[src/rtl/dmaflag_pkg.sv]
package dmaflag_pkg;

    localparam int NCH   = 4;
    localparam int REG_W = 2 * NCH;

    localparam logic [7:0] OFS_IFLAG = 8'h04;
    localparam logic [7:0] OFS_STAT  = 8'h05;

    typedef struct packed {
        logic start;
        logic blk_done;
        logic txn_done;
        logic err;
        logic dis;
        logic pend;
        logic abort;
    } chan_ev_t;

    typedef struct packed {
        logic err;
        logic cpl;
        logic busy;
        logic pend;
    } chan_flags_t;

    function automatic logic [REG_W-1:0] join_halves(input logic [NCH-1:0] hi,
                                                     input logic [NCH-1:0] lo);
        return {hi, lo};
    endfunction

    function automatic logic next_flag(input logic cur, input logic set, input logic clr,
                                       input logic set_wins);
        logic r;
        if (set_wins) r = set ? 1'b1 : (clr ? 1'b0 : cur);
        else          r = clr ? 1'b0 : (set ? 1'b1 : cur);
        return r;
    endfunction

endpackage

[src/rtl/dmaflag_chan.sv]
module dmaflag_chan
    import dmaflag_pkg::*;
(
    input  logic        clk,
    input  logic        rst,
    input  chan_ev_t    ev,
    input  logic        rpt_unlim,
    input  logic        clr_err,
    input  logic        clr_cpl,
    output chan_flags_t flags
);

    chan_flags_t q, d;
    logic        cpl_hit;
    logic        busy_end;
    logic        pend_end;

    always_comb begin
        cpl_hit  = ev.txn_done | (rpt_unlim & ev.blk_done);
        busy_end = ev.dis | ev.err | cpl_hit;
        pend_end = ev.start | ev.abort;
        d.err    = next_flag(q.err,  ev.err,   clr_err,  1'b1);
        d.cpl    = next_flag(q.cpl,  cpl_hit,  clr_cpl,  1'b1);
        d.busy   = next_flag(q.busy, ev.start, busy_end, 1'b0);
        d.pend   = next_flag(q.pend, ev.pend,  pend_end, 1'b0);
    end

    always_ff @(posedge clk) begin
        if (rst) q <= '0;
        else     q <= d;
    end

    assign flags = q;

    AST_ERR_SET_WINS: assert property (@(posedge clk) disable iff (rst)
        ev.err |=> flags.err);
    AST_ERR_W1C: assert property (@(posedge clk) disable iff (rst)
        (clr_err && !ev.err) |=> !flags.err);
    AST_RPT_BLOCK: assert property (@(posedge clk) disable iff (rst)
        (rpt_unlim && ev.blk_done) |=> flags.cpl);
    AST_BUSY_ENDS: assert property (@(posedge clk) disable iff (rst)
        (ev.dis || ev.err || ev.txn_done) |=> !flags.busy);
    AST_PEND_ENDS: assert property (@(posedge clk) disable iff (rst)
        (ev.start || ev.abort) |=> !flags.pend);

endmodule

[src/rtl/dmaflag_regif.sv]
module dmaflag_regif
    import dmaflag_pkg::*;
#(
    parameter int ADDR_W = 8
) (
    input  logic              clk,
    input  logic              rst,
    input  logic              bus_sel,
    input  logic              bus_wr,
    input  logic [ADDR_W-1:0] bus_addr,
    input  logic [REG_W-1:0]  bus_wdata,
    input  logic [REG_W-1:0]  iflags,
    input  logic [REG_W-1:0]  status,
    output logic [NCH-1:0]    clr_err,
    output logic [NCH-1:0]    clr_cpl,
    output logic [REG_W-1:0]  bus_rdata
);

    localparam logic [ADDR_W-1:0] A_IFLAG = ADDR_W'(OFS_IFLAG);
    localparam logic [ADDR_W-1:0] A_STAT  = ADDR_W'(OFS_STAT);

    logic             wr_if;
    logic             rd_go;
    logic [REG_W-1:0] rd_mux;
    logic [REG_W-1:0] rd_q;

    assign wr_if = bus_sel && bus_wr && (bus_addr == A_IFLAG);
    assign rd_go = bus_sel && !bus_wr;

    always_comb begin
        clr_err = wr_if ? bus_wdata[REG_W-1:NCH] : '0;
        clr_cpl = wr_if ? bus_wdata[NCH-1:0]     : '0;
    end

    always_comb begin
        case (bus_addr)
            A_IFLAG: rd_mux = iflags;
            A_STAT:  rd_mux = status;
            default: rd_mux = '0;
        endcase
    end

    always_ff @(posedge clk) begin
        if (rst)        rd_q <= '0;
        else if (rd_go) rd_q <= rd_mux;
    end

    assign bus_rdata = rd_q;

    AST_RD_IFLAG: assert property (@(posedge clk) disable iff (rst)
        (rd_go && bus_addr == A_IFLAG) |=> bus_rdata == $past(iflags));
    AST_RD_STAT: assert property (@(posedge clk) disable iff (rst)
        (rd_go && bus_addr == A_STAT) |=> bus_rdata == $past(status));
    AST_RD_HOLD: assert property (@(posedge clk) disable iff (rst)
        !rd_go |=> $stable(bus_rdata));
    AST_STAT_RO: assert property (@(posedge clk) disable iff (rst)
        (bus_sel && bus_wr && bus_addr == A_STAT) |-> (clr_err == '0 && clr_cpl == '0));

endmodule

[src/rtl/dma_flag_unit.sv]
module dma_flag_unit
    import dmaflag_pkg::*;
#(
    parameter int ADDR_W = 8
) (
    input  logic              clk,
    input  logic              rst,
    input  logic [NCH-1:0]    ev_start,
    input  logic [NCH-1:0]    ev_blk_done,
    input  logic [NCH-1:0]    ev_txn_done,
    input  logic [NCH-1:0]    ev_err,
    input  logic [NCH-1:0]    ev_dis,
    input  logic [NCH-1:0]    ev_pend,
    input  logic [NCH-1:0]    ev_abort,
    input  logic [NCH-1:0]    rpt_unlim,
    input  logic [NCH-1:0]    irq_en_err,
    input  logic [NCH-1:0]    irq_en_cpl,
    input  logic              bus_sel,
    input  logic              bus_wr,
    input  logic [ADDR_W-1:0] bus_addr,
    input  logic [REG_W-1:0]  bus_wdata,
    output logic [REG_W-1:0]  bus_rdata,
    output logic [NCH-1:0]    irq_err,
    output logic [NCH-1:0]    irq_cpl
);

    logic [NCH-1:0]   clr_err, clr_cpl;
    logic [NCH-1:0]   err_v, cpl_v, busy_v, pend_v;
    logic [REG_W-1:0] iflags, status;

    for (genvar n = 0; n < NCH; n++) begin : g_ch
        chan_ev_t    ev;
        chan_flags_t fl;

        assign ev = '{start:    ev_start[n],
                      blk_done: ev_blk_done[n],
                      txn_done: ev_txn_done[n],
                      err:      ev_err[n],
                      dis:      ev_dis[n],
                      pend:     ev_pend[n],
                      abort:    ev_abort[n]};

        dmaflag_chan i_chan (
            .clk       (clk),
            .rst       (rst),
            .ev        (ev),
            .rpt_unlim (rpt_unlim[n]),
            .clr_err   (clr_err[n]),
            .clr_cpl   (clr_cpl[n]),
            .flags     (fl)
        );

        assign err_v[n]  = fl.err;
        assign cpl_v[n]  = fl.cpl;
        assign busy_v[n] = fl.busy;
        assign pend_v[n] = fl.pend;
    end

    assign iflags = join_halves(err_v, cpl_v);
    assign status = join_halves(busy_v, pend_v);

    dmaflag_regif #(.ADDR_W(ADDR_W)) i_regif (
        .clk       (clk),
        .rst       (rst),
        .bus_sel   (bus_sel),
        .bus_wr    (bus_wr),
        .bus_addr  (bus_addr),
        .bus_wdata (bus_wdata),
        .iflags    (iflags),
        .status    (status),
        .clr_err   (clr_err),
        .clr_cpl   (clr_cpl),
        .bus_rdata (bus_rdata)
    );

    assign irq_err = err_v & irq_en_err;
    assign irq_cpl = cpl_v & irq_en_cpl;

    AST_IRQ_RESET: assert property (@(posedge clk)
        $past(rst) |-> (irq_err == '0 && irq_cpl == '0));
    AST_IRQ_NEEDS_EVENT: assert property (@(posedge clk) disable iff (rst)
        $rose(irq_err[0]) |-> ($past(ev_err[0]) || $rose(irq_en_err[0])));

endmodule

[config.mk]
export PLATFORM = sky130hd
export DESIGN_NAME = dma_flag_unit
export DESIGN_NICKNAME = d
export VERILOG_FILES = /design/src/rtl/dmaflag_pkg.sv /design/src/rtl/dmaflag_chan.sv /design/src/rtl/dmaflag_regif.sv /design/src/rtl/dma_flag_unit.sv
export SDC_FILE = /design/constraint.sdc
export NUM_CORES = 1
export LEC_CHECK = 0
export BUFFER_PORTS_ARGS = -buffer_cell sky130_fd_sc_hd__buf_2
export CORE_ASPECT_RATIO = 1.25
export CORE_UTILIZATION = 40
export DETAILED_ROUTE_END_ITERATION = 7
export PLACE_DENSITY = 0.78
export REMOVE_ABC_BUFFERS = 1
export SYNTH_ARGS = -nofsm -noshare
export SYNTH_HDL_FRONTEND = slang
export SYNTH_SLANG_ARGS = --single-unit
[constraint.sdc]
create_clock -name clk -period 1.4 [get_ports clk]
set_clock_uncertainty 0.15 [all_clocks]
set_input_delay 0.28 -clock clk [delete_from_list [all_inputs] [get_ports clk]]
set_output_delay 0.28 -clock clk [all_outputs]
set_load 0.005 [all_outputs]
-- Word level (Yosys, flattened, before mapping)
Cells that the tools add are included.
- flip-flop bits (word level): 24
- memories kept: 0
- bits in read-only memories: 0
- output and inout bits: 16
- memory bits (writable): 0
- word-level logic and storage cells: 80
- bits of input ports: 60
- latch bits: 0
- $add $sub $neg: 0
- multiply operators: 0
- muxes and demuxes: 19
- divide/modulo/power cells: 0
- equality and inequality tests: 2
- order comparisons: 0
- bitwise operators: 22
- reduce and logical (&&, ||, !) cells: 20
- shift operators: 0
- operators with widths (operator ; count):
    equality test 8 x 3 -> 1 bit, second input constant ; 2
    2-to-1 mux 1 bit ; 16
    bitwise OR 1 bit ; 16
    case mux 8 bit (2 select lines) ; 1
    nonzero test 2 bit ; 8
    OR reduction 2 bit ; 8
    AND 4 bit ; 2
    2-to-1 mux 4 bit ; 2
    AND 1 bit ; 4
    logical AND 1 bit ; 3
    zero test 1 bit ; 1

-- Longest topological paths before layout
- word-level depth: 5
- gate-level depth with buffers: 5
- mapped depth without buffers: 3

-- Hierarchy
From an unflattened synthesis, not the netlist that was laid out.
- cell total of the unflattened synthesis: 106
- area total of the unflattened synthesis: 1044.8 µm²
- modules (own cells, without submodules) (module ; area an instance (µm²) ; cells an instance ; times used):
    dmaflag_chan ; 141.4 ; 14 ; 4
    dmaflag_regif ; 429.2 ; 42 ; 1
    dma_flag_unit ; 50.0 ; 8 ; 1

-- Worst setup path before layout
Ideal clock, no wire load.
- kind: input to register
- start point: input bus_addr[0]
- end point: register g_ch[0].i_chan.q, in the netlist g_ch[0].i_chan.flags[3]
- arrival time: 1109 ps
- stages on the path: 5
- slack: 53 ps
- path buffers: 2
- cells stage by stage: buf_6 -> and3b_1 -> and4_4 -> buf_6 -> a311oi_2
- word-level cells in the longest chain between the ends: 4
- RTL lines (what ; line ; RTL):
    start, declared ; dma_flag_unit.sv:20 ; input logic [ADDR_W-1:0] bus_addr,
    equality test 8 x 3 -> 1 bit ; dmaflag_regif.sv:27 ; assign wr_if = bus_sel && bus_wr && (bus_addr == A_IFLAG);
    logical AND 1 bit ; dmaflag_regif.sv:27 ;
    2-to-1 mux 4 bit ; dmaflag_regif.sv:31 ; clr_err = wr_if ? bus_wdata[REG_W-1:NCH] : '0;
    nonzero test 2 bit (no line) ; -- ;
    end signal, assigned ; dmaflag_chan.sv:29 ; if (rst) q <= '0;
    end signal, assigned ; dmaflag_chan.sv:30 ; else q <= d;
    end, declared ; dmaflag_chan.sv:13 ; chan_flags_t q, d;
Every way passes these cells.
A chain may end at the register's enable or synchronous reset.

-- Worst setup path in the final report
- start point: register g_ch[3].i_chan.q, in the netlist g_ch[3].i_chan.flags[2]
- end point: output irq_cpl[3]
- word-level cells in the longest chain between the ends: 1
- RTL lines (what ; line ; RTL):
    start, declared ; dmaflag_chan.sv:13 ;
    start signal, assigned ; dmaflag_chan.sv:29 ;
    start signal, assigned ; dmaflag_chan.sv:30 ;
    AND 4 bit ; dma_flag_unit.sv:77 ; assign irq_cpl = cpl_v & irq_en_cpl;
    end, declared ; dma_flag_unit.sv:24 ; output logic [NCH-1:0] irq_cpl
Every way passes these cells.

==> reports/results.tsv <==
metric	value	unit
layout_setup_ws	42.7	ps
n_antenna_cell	0	
slew_headroom	70.2	%
antenna_found_initial	0	
clock_path_buffers	2	
port-buffer-count	75	
min-delay-start	bus_wdata[6]	
grt_pass1_vias	1128	
start_util	43.7	%
fin_area	1710	µm²
fmax	737	MHz
place_ws	-236	ps
setup_viol	0	
hold_depth	2	
rsz0062_at_grt	no	
cp_max_fo	3	
dpl_cell_area	1500	µm²
r2r-start	g_ch[3].i_chan.flags[3]$_SDFFE_PP0P_	
slew_viol_final	0	
worst_pin_slew	442	ps
wl_per_cell	12.3	µm
dieWidth	48.7	µm
peakVddDrop	0.667	mV
cts.sinks	24	
syn_area	1090	µm²
grtUsageTotal	20.7	%
dp_hpwl	2200	µm
end_kind	output pin	
maxCapViolCount	0	
drive_gt1_share	45.9	%
cts_buffers	3	
cts_tree	yes	
holdPathEnd	g_ch[2].i_chan.flags[3]$_SDFFE_PP0P_	
setup_tns	0	ps
startpoint_type	register	
worst_path_max_delay_cell	dfxtp_1	
vias_per_cell	4.98	
die_h	60.4	µm
nets	270	
cts_root_buf	clkbuf_4	
h-tree-depth	1	
drtIter0Drc	20	
crit_arrival	930	ps
die-area	2950	µm²
synth_seq_cells	24	
antenna_left	0	
insertion_delay	320	ps
syn_to_final_growth	56.4	%
crit_chain	and2_1 > buf_2	
status	finished, final reports clean	
drc	0	
rr_worst_depth	3	
synth-seq-area-share	44.0	%
syn_inst	116	
core	2500	µm²
fp-row-count	20	
r2r-end	g_ch[3].i_chan.flags[3]$_SDFFE_PP0P_	
grt_start_max_net_pins	15	
min_period	1360	ps
yosysWarningCount	0	
post-route-period-util	96.9	%
layout_commonest_cell	buf_2	
r2r_slack	440	ps
mostFrequentLayoutCells	buf_2, dfxtp_1, dlygate4sd3_1	
path_clk_slew	130	ps
hold_viol	0	
cp.required	970	ps
syn_area_per_cell	9.42	µm²
vias	1206	
grt_pass1_wl	4570	µm
gp_congestion	0.770	
hold_class	in -> reg	
critPathKind	reg -> out	
yosysUniqueCellTypes	23	
power.density	861	nW/µm²
firstDrtPassIters	4	
io-pin-count	76	
slowest_delay	370	ps
drt_wl_total	2990	µm
p_leak	0.840	nW
p_total	1.47	mW
grt-ovfl-total	0	
synthesized netlist by cell type:
cell type  instances  area [µm²]
dfxtp_1           24         480
nor2_1            13        48.8
o21ai_0           11        55.1
and2_1             8        50.1
mux2i_1            8        80.1
nand3b_1           8        60.1
nor4_1             5        31.3
a21o_1             4        30.0
a21oi_1            4        20.0
a311oi_2           4        60.1
a31oi_1            4        25.0
inv_1              4        15.0
nor3_1             4        20.0
o21bai_1           4        30.0
buf_6              3        33.8
and3b_1            1        8.76
and4_4             1        11.3
buf_1              1        3.75
clkbuf_1           1        3.75
nand2b_1           1        6.26
nand4_1            1        6.26
nor3b_1            1        7.51
o21ai_1            1        5.00
critical path, delay by kind of cell (launching register included):
kind / cells / cell delay (ps)
flip-flops: 1 / 370
AND/OR/NAND/NOR: 1 / 130
buffers and inverters: 1 / 110
stage by stage:
stage	hold slack [ps]	util, %	cells
3_3_place_gp	295	59.9	223
6_report	3.73	68.3	242
4_1_cts	0.369	66.8	239
3_5_place_dp	297	59.9	223
2_1_floorplan	198	-	111
5_1_grt	0.663	68.3	242
repair_timing:
item,4_1_cts,5_1_grt
gates resized for setup,0,7
setup buffers,0,1
hold buffers,12,2
endpoints found under the hold margin,8,2
endpoints found under the setup margin,0,6
kinds of logic after synthesis:
family | share of synthesized area (%)
buffers and inverters | 5.15
AOI/OAI and AO/OA | 20.6
muxes | 7.33
DFF | 44.0
and+or+nand+nor | 22.9
flip-flops by register name (all words and copies together), names as in the netlist:
| signal | count |
|---|---|
| g_ch.i_chan.flags | 16 |
| i_regif.bus_rdata | 8 |
area by class of cell:
| type | count | area, µm² |
|---|---|---|
| well taps | 33 | 41.3 |
| repair buffers | 94 | 553 |
| fillers | 213 | 795 |
| inverters | 4 | 15.0 |
| clock buffers | 3 | 22.5 |
| flip-flops and latches | 24 | 488 |
| clock inverters | 1 | 30.0 |
| multi-input cells | 83 | 558 |
power breakdown:
group | total (mW) | internal [mW] | switching (mW)
logic | 0.248 | 0.150 | 0.0978
registers | 0.722 | 0.708 | 0.0141
clock network | 0.500 | 0.290 | 0.211
total | 1.47 | 1.15 | 0.322
layer usage:
metal | wire length [µm] | up-vias | track usage (%)
li1 | - | 608 | -
met1 | 1190 | 544 | 21.6
met2 | 1550 | 45 | 39.7
met3 | 134 | 9 | 2.26
met4 | 102 | 0 | 14.3
met5 | 0 | - | 0
how the worst max path moves through the flow:
stage                                               startpoint                                    to  slack, ps  cells past startpoint
after floorplan                                    bus_addr[5]  g_ch[0].i_chan.flags[3]$_SDFFE_PP0P_        110                      3
after global placement                             bus_addr[5]  g_ch[3].i_chan.flags[3]$_SDFFE_PP0P_        -70                      4
after detailed placement                           bus_addr[5]  g_ch[3].i_chan.flags[3]$_SDFFE_PP0P_       -240                      4
after CTS                 g_ch[3].i_chan.flags[2]$_SDFFE_PP0P_                            irq_cpl[3]         30                      2
after global routing      g_ch[1].i_chan.flags[2]$_SDFFE_PP0P_                            irq_cpl[1]        0.5                      2
final                     g_ch[3].i_chan.flags[2]$_SDFFE_PP0P_                            irq_cpl[3]         40                      2
(Power assumes the default switching activity.)
